[src/rtl/cts_pkg.sv]
package cts_pkg;
  typedef enum logic [2:0] {
    ST_IDLE,
    ST_ARM,
    ST_READY,
    ST_LEAD,
    ST_SETTLE
  } cts_state_e;
endpackage

[src/rtl/cts_sync.sv]
module cts_sync #(
  parameter int W      = 2,
  parameter int STAGES = 2
) (
  input  logic         clk,
  input  logic         rst,
  input  logic [W-1:0] d_i,
  output logic [W-1:0] q_o
);
  logic [W-1:0] stg [STAGES];

  always_ff @(posedge clk) begin
    if (rst) begin
      for (int i = 0; i < STAGES; i++) stg[i] <= '0;
    end else begin
      stg[0] <= d_i;
      for (int i = 1; i < STAGES; i++) stg[i] <= stg[i-1];
    end
  end

  assign q_o = stg[STAGES-1];
endmodule

[src/rtl/cts_tick_timer.sv]
module cts_tick_timer #(
  parameter int CNT_W = 4
) (
  input  logic             clk,
  input  logic             rst,
  input  logic             clear_i,
  input  logic             load_i,
  input  logic [CNT_W-1:0] load_val_i,
  input  logic             tick_i,
  output logic             expire_o
);
  logic [CNT_W-1:0] cnt_q;

  always_ff @(posedge clk) begin
    if (rst || clear_i)             cnt_q <= '0;
    else if (load_i)                cnt_q <= load_val_i;
    else if (tick_i && cnt_q != '0) cnt_q <= cnt_q - 1'b1;
  end

  // Expires on the tick that consumes the last count.
  assign expire_o = tick_i && (cnt_q == CNT_W'(1));

  assert_load_nonzero_R7: assert property (@(posedge clk) disable iff (rst)
    load_i |-> (load_val_i != '0));

  assert_count_holds_R7: assert property (@(posedge clk) disable iff (rst)
    (!tick_i && !load_i && !clear_i) |=> (cnt_q == $past(cnt_q)));
endmodule

[src/rtl/cts_pattern.sv]
module cts_pattern #(
  parameter int                  DATA_W  = 8,
  parameter int                  STEP_W  = 4,
  parameter logic [2*DATA_W-1:0] VERSION = '0
) (
  input  logic [STEP_W-1:0] step_i,
  output logic [DATA_W-1:0] pat_o
);
  localparam logic [STEP_W-1:0] STEP_VER_HI = STEP_W'(DATA_W + 1);
  localparam logic [STEP_W-1:0] STEP_VER_LO = STEP_W'(DATA_W + 2);

  logic [DATA_W-1:0] walk;

  for (genvar g = 0; g < DATA_W; g++) begin : g_walk
    assign walk[g] = (step_i == STEP_W'(g + 1));
  end

  always_comb begin
    if (|walk)                       pat_o = walk;
    else if (step_i == STEP_VER_HI)  pat_o = VERSION[2*DATA_W-1:DATA_W];
    else if (step_i == STEP_VER_LO)  pat_o = VERSION[DATA_W-1:0];
    else                             pat_o = '0;
  end
endmodule

[src/rtl/cable_test_seq.sv]
module cable_test_seq
  import cts_pkg::*;
#(
  parameter int                  DATA_W      = 8,
  parameter int                  SETUP_TICKS = 6,
  parameter int                  RESP_TICKS  = 15,
  parameter int                  SYNC_STAGES = 2,
  parameter logic [2*DATA_W-1:0] VERSION     = 16'h0102
) (
  input  logic              clk,
  input  logic              rst,
  input  logic              tick_i,
  input  logic              sel_i,
  input  logic              restart_i,
  input  logic              adr_req_i,
  output logic [DATA_W-1:0] data_o,
  output logic              data_oe_o,
  output logic              strobe_o
);
  localparam int STEP_W = $clog2(DATA_W + 4);
  localparam int CNT_W  = $clog2(RESP_TICKS + 1);
  localparam logic [STEP_W-1:0] STEP_LAST = STEP_W'(DATA_W + 3);
  localparam logic [CNT_W-1:0]  SETUP_VAL = CNT_W'(SETUP_TICKS);
  localparam logic [CNT_W-1:0]  LEAD_VAL  = CNT_W'(RESP_TICKS - SETUP_TICKS);

  logic              restart_s, adr_s, adr_d;
  logic              adr_chg;
  cts_state_e        state_q;
  logic [STEP_W-1:0] step_q, step_nxt;
  logic [DATA_W-1:0] data_q, pat;
  logic              strobe_q, oe_q, pend_q;
  logic              tmr_load, tmr_exp;
  logic [CNT_W-1:0]  tmr_val;

  cts_sync #(.W(2), .STAGES(SYNC_STAGES)) sync_i (
    .clk (clk),
    .rst (rst),
    .d_i ({restart_i, adr_req_i}),
    .q_o ({restart_s, adr_s})
  );

  cts_tick_timer #(.CNT_W(CNT_W)) tmr_i (
    .clk        (clk),
    .rst        (rst),
    .clear_i    (!restart_s),
    .load_i     (tmr_load),
    .load_val_i (tmr_val),
    .tick_i     (tick_i),
    .expire_o   (tmr_exp)
  );

  assign step_nxt = (step_q == STEP_LAST) ? step_q : step_q + 1'b1;

  cts_pattern #(.DATA_W(DATA_W), .STEP_W(STEP_W), .VERSION(VERSION)) pat_i (
    .step_i (step_nxt),
    .pat_o  (pat)
  );

  assign adr_chg = adr_s ^ adr_d;

  always_comb begin
    tmr_load = 1'b0;
    tmr_val  = SETUP_VAL;
    if (restart_s) begin
      unique case (state_q)
        ST_IDLE:  tmr_load = 1'b1;
        ST_READY: if (adr_chg || pend_q) begin
                    tmr_load = 1'b1;
                    tmr_val  = LEAD_VAL;
                  end
        ST_LEAD:  tmr_load = tmr_exp;
        default:  tmr_load = 1'b0;
      endcase
    end
  end

  always_ff @(posedge clk) begin
    if (rst) begin
      adr_d    <= 1'b0;
      state_q  <= ST_IDLE;
      step_q   <= '0;
      data_q   <= '0;
      strobe_q <= 1'b0;
      oe_q     <= 1'b0;
      pend_q   <= 1'b0;
    end else begin
      adr_d <= adr_s;
      oe_q  <= sel_i && (state_q != ST_IDLE) && restart_s;
      if (!restart_s) begin
        state_q <= ST_IDLE;
        step_q  <= '0;
        data_q  <= '0;
        pend_q  <= 1'b0;
      end else begin
        unique case (state_q)
          ST_IDLE: state_q <= ST_ARM;
          ST_ARM: begin
            if (adr_chg) pend_q <= 1'b1;
            if (tmr_exp) begin
              strobe_q <= ~strobe_q;
              state_q  <= ST_READY;
            end
          end
          ST_READY: begin
            if (adr_chg || pend_q) begin
              pend_q  <= adr_chg & pend_q;
              state_q <= ST_LEAD;
            end
          end
          ST_LEAD: begin
            if (adr_chg) pend_q <= 1'b1;
            if (tmr_exp) begin
              step_q  <= step_nxt;
              data_q  <= pat;
              state_q <= ST_SETTLE;
            end
          end
          ST_SETTLE: begin
            if (adr_chg) pend_q <= 1'b1;
            if (tmr_exp) begin
              strobe_q <= ~strobe_q;
              state_q  <= ST_READY;
            end
          end
          default: state_q <= ST_IDLE;
        endcase
      end
    end
  end

  assign data_o    = data_q;
  assign data_oe_o = oe_q;
  assign strobe_o  = strobe_q;

  assert_strobe_source_R4: assert property (@(posedge clk) disable iff (rst)
    (strobe_q != $past(strobe_q)) |->
      ($past(state_q) == ST_ARM || $past(state_q) == ST_SETTLE));

  assert_walk_onehot_R3: assert property (@(posedge clk) disable iff (rst)
    (state_q == ST_READY && step_q >= STEP_W'(1) && step_q <= STEP_W'(DATA_W))
      |-> ($countones(data_q) == 1));

  assert_tail_zero_R6: assert property (@(posedge clk) disable iff (rst)
    (step_q == STEP_LAST) |-> (data_q == '0));

  assert_settle_stable_R7: assert property (@(posedge clk) disable iff (rst)
    (state_q == ST_SETTLE && $past(state_q) == ST_SETTLE) |-> $stable(data_q));

  assert_oe_needs_sel_R8: assert property (@(posedge clk) disable iff (rst)
    !sel_i |=> !data_oe_o);

  assert_idle_clear_R9: assert property (@(posedge clk) disable iff (rst)
    (state_q == ST_IDLE) |-> (data_q == '0 && !pend_q));

  assert_idle_quiet_R9: assert property (@(posedge clk) disable iff (rst)
    (state_q == ST_IDLE && $past(state_q) == ST_IDLE) |-> $stable(strobe_q));
endmodule

[config.mk]
export PLATFORM = sky130hd
export DESIGN_NAME = cable_test_seq
export DESIGN_NICKNAME = d
export VERILOG_FILES = /design/src/rtl/cts_pkg.sv /design/src/rtl/cts_sync.sv /design/src/rtl/cts_tick_timer.sv /design/src/rtl/cts_pattern.sv /design/src/rtl/cable_test_seq.sv
export SDC_FILE = /design/constraint.sdc
export NUM_CORES = 1
export LEC_CHECK = 0
export BUFFER_PORTS_ARGS = -buffer_cell sky130_fd_sc_hd__buf_4
export CORE_AREA = 8 8 62 64
export CTS_CLUSTER_DIAMETER = 150
export CTS_CLUSTER_SIZE = 10
export DETAILED_ROUTE_END_ITERATION = 10
export DIE_AREA = 0 0 70 72
export GPL_ROUTABILITY_DRIVEN = 0
export PLACE_DENSITY = 0.78
export SETUP_SLACK_MARGIN = 0.4
export SLEW_MARGIN = 20
export SYNTH_ARGS = -nofsm -noshare
export SYNTH_HDL_FRONTEND = slang
export SYNTH_SLANG_ARGS = --single-unit
export TNS_END_PERCENT = 50
[constraint.sdc]
create_clock -name clk -period 2.96 [get_ports clk]
set_input_delay 0.592 -clock clk [delete_from_list [all_inputs] [get_ports clk]]
set_output_delay 0.592 -clock clk [all_outputs]
set_load 0.01 [all_outputs]
==> results by group <==
Worst hold path
  • Min-delay worst type: in -> reg
  • Hold Crit Start: restart_i

Logic synthesis
  • Synth async-reset ratio: 0%
  • Syn_nets: 179
  • Mux share of post-synthesis cell area: ~1.5%
  • Sequential share of the synthesized area: between 30 and 40%
  • Synth Area in Adders: 4.49%
  • Post-synthesis xor/xnor area fraction: 5.66%
  • Largest family of logic cells by synthesized area: simple AND/OR/NAND/NOR gates
  • Synth Register Bits: 27
  • Synth Area in Compound Gates: between 10% and 20%
  • Synth cell types: 38
  • Mapped Area: ~1400 µm²
  • Avg Inst Size Synth: a little over 8 µm²
  • Top FF cell, synth: dfxtp_1
  • Post-synth EDFFs: 0
  • Synth warn: 0
  • Simple-gate area share of the yosys netlist: between 20% and 30%
  • Gate Count Post-Synth: ~170

Worst setup path
  • Critical Path Sink: data_o[4]$_SDFFE_PP0N_
  • Critical path class: reg -> reg
  • R2R Path End: data_o[4]$_SDFFE_PP0N_
  • Worst path required time: around 3200 ps
  • CP Launch Type: register
  • Worst Path Arrival: 2230 ps
  • Slowest cell on the critical path: dfxtp_1
  • CP Capture Type: register
  • Max incr delay on CP: roughly 570 ps
  • CP Cell Sequence: ha_1, nor2b_1, a21oi_1, o22ai_1, nand3_1, a21oi_1
  • Most used cell, CP: a21oi_1
  • Reg2reg path depth: 6
  • Flop2flop setup slack: ~1000 ps
  • Crit. Startpoint: step_q[1]$_SDFFE_PP0N_
  • Reg2reg start: step_q[1]$_SDFFE_PP0N_
  • CP Max Fanout: 12

Layout
  • Layout cell share with drive strength beyond 1: 13.6%
  • Net total in the final layout: about 190
  • FF/Latch Area: 541 µm²
  • Ant diodes: 0
  • Area delta synth->final: 9.52%
  • Area of the multi-input gates: between 700 and 800 µm²
  • Fill count: ~270

Timing
  • RSZ-0062 raised after global routing: no
  • Final Slew Violations: 0
  • Period utilisation layout: 66.1%
  • Achievable Freq: between 0.5 and 0.6 GHz
  • Worst Slack Setup Final: 1000 ps
  • Slew margin rel.: 62.9%
  • Clock Skew: roughly 2.3 ps
  • Worst slew pin tran: 557 ps
  • Final setup fails: 0
  • Final Hold Fails: 0
  • Final Critical Period: about 2000 ps
  • Final setup TNS: 0 ps

Power
  • Leakage: about 0.55 nW
  • Pwr Density: about 370 nW/µm²
  • Peak VDD IR: 0.235 mV

Clock tree
  • Post_cts resized: 0
  • CTS sink cnt: 27
  • CTS tree: done
  • Postcts setup bufs: 0
  • CTS root buf: clkbuf_4
  • Max clock buf depth: 2
  • CTS Buf Count: 3
  • Hold-fix buffers, CTS: 0
  • Clock latency on the worst-skew pair: around 340 ps
  • H-tree depth: 1
  • Worst-path clk slew: 150 ps

Die
  • Die H: around 72 µm
  • Core ar.: just under 3000 µm²
  • Die area: roughly 5000 µm²
  • Initial Utilization: 48.0%
  • Die X: 70 µm
  • Site Rows: 20
  • Boundary pin count: 16

Global routing
  • Largest net degree at the start of global routing: 17
  • Initial antenna violation count: 0
  • Number of global-route vias before repair: roughly 1100
  • GRT met1 Usage: 13.4%
  • Met3 Usage GRT: around 1.2%
  • GR Layer Usage met2: a little under a fifth
  • All-Layer GR Usage: 11.1%
  • GRT overflow: 0
  • First-pass GRT wire length: around 4800 µm
  • Top Usage Layer GRT: met2

Status
  • Status: finished, final reports clean

Placement
  • Pre-CTS setup slack: about 1100 ps
  • Post-detail-place hpwl: around 2100 µm
  • IO Port Bufs: 15

Detailed routing
  • Pre-antenna DRT Iters: 4
  • DRT iter0 DRCs: 40
  • Vias: 1163
  • DRC errors left: 0
  • Total Wirelength: ~2800 µm
  • Detail Route Antenna Nets: 0
  • Post-DR vias/cell: approximately 5.6
  • Routed len/inst: between 10 and 15 µm

Flow run
  • Max-cap violations: 0
==> area by class of cell <==
cell class	instances	share of cell area, %
Sequential cell	27	35.4
Multi-Input combinational cell	125	51.3
Timing Repair Buffer	15	7.38
Tap cell	33	2.71
Clock buffer	3	1.48
Inverter	5	1.23
Clock inverter	1	0.492
==> worst min path at each step <==
stage,cells after the start,endpoint,slack (ps)
3_3_place_gp,1,sync_i.stg[0][3]$_SDFF_PP0_,420
4_1_cts,2,adr_d$_SDFF_PP0_,450
6_report,2,sync_i.stg[0][1]$_SDFF_PP0_,450
5_1_grt,2,sync_i.stg[0][1]$_SDFF_PP0_,450
3_5_place_dp,1,sync_i.stg[0][2]$_SDFF_PP0_,440
2_1_floorplan,1,sync_i.stg[0][2]$_SDFF_PP0_,410
==> Yosys cell counts, types with 2 or more instances <==
| cell | n | share of area [%] |
|---|---|---|
| nand2b_1 | 7 | 3.1 |
| xor2_1 | 3 | 1.9 |
| nor4_1 | 3 | 1.3 |
| nand3_1 | 7 | 2.5 |
| xnor2_1 | 6 | 3.8 |
| buf_2 | 8 | 2.9 |
| a2bb2oi_1 | 2 | 1.3 |
| o21ai_0 | 8 | 2.9 |
| inv_1 | 5 | 1.3 |
| ha_1 | 5 | 4.5 |
| or3_1 | 3 | 1.3 |
| nor2b_1 | 7 | 3.1 |
| a211oi_1 | 3 | 1.6 |
| nand2_1 | 12 | 3.2 |
| nand4b_1 | 3 | 1.9 |
| nor2_1 | 14 | 3.8 |
| clkbuf_1 | 3 | 0.81 |
| o22ai_1 | 2 | 0.90 |
| a21oi_1 | 21 | 7.5 |
| nor3_1 | 2 | 0.72 |
| dfxtp_1 | 27 | 39 |
==> critical path, delay by kind of cell, from the launching register on <==
family                   cells  cell delay (ps)
AO/OA/AOI/OAI                3              460
adder cells (fa/ha/maj)      1              400
flip-flops                   1              570
AND/OR/NAND/NOR              2              460
==> state kept, by name (all words and copies together), names as in the netlist <==
| register | cells |
|---|---|
| pend_q | 1 |
| data_oe_o | 1 |
| tmr_i.cnt_q | 4 |
| data_o | 8 |
| adr_d | 1 |
| state_q | 3 |
| sync_i.stg | 4 |
| step_q | 4 |
| strobe_o | 1 |
==> metrics by stage <==
step / hold slack, ps / util [%] / total power [mW] / std cells / cell area [µm²]
finish: 450 / 52.5 / 0.566 / 209 / 1530
global route: 447 / 52.5 / 0.581 / 209 / 1530
CTS: 448 / 52.5 / 0.568 / 209 / 1530
detailed placement: 436 / 51.5 / 0.403 / 205 / 1500
global placement: 416 / 51.5 / 0.402 / 205 / 1500
floorplan: 414 / - / 0.393 / 168 / 1390
==> layer usage <==
layer,routed length [µm],up-vias
li1,-,602
met1,1380,528
met2,1300,28
met3,85,5
met4,61,0
met5,0,-
==> cells by family (layout without fill, tap and decap cells) <==
group	Yosys count	count (layout)
simple gates	66	66
compound gates	43	43
xor+xnor	9	9
mux	2	2
buf+inv	16	24
flops	27	27
fa+ha+maj	5	5
==> where the power goes <==
| group | switching (mW) | internal [mW] | total (mW) |
|---|---|---|---|
| Sequential | 0.00303 | 0.368 | 0.371 |
| Clock | 0.119 | 0.0519 | 0.171 |
| Combinational | 0.0124 | 0.0119 | 0.0243 |
| Total | 0.134 | 0.432 | 0.566 |
==> cells in the final DEF, fill, tap and decap left out, drive strengths merged <==
cell,instances
nand3b,1
nor4,3
o21a,1
buf,15
o311a,1
o32ai,1
xnor2,6
o21bai,1
a211o,1
xor2,3
nor3,2
nand2,13
nand2b,7
o31ai,1
dfxtp,27
mux2,1
nor2b,7
o22ai,2
ha,5
and2b,1
and4bb,1
a21oi,21
nand4b,3
and2,2
a2bb2oi,2
mux2i,1
clkinvlp,1
and3,1
or3,3
nor2,14
nand3,8
a211oi,3
inv,5
a311oi,1
clkbuf,3
o21ai,8
Note: power is estimated with default switching activity, not from simulation.
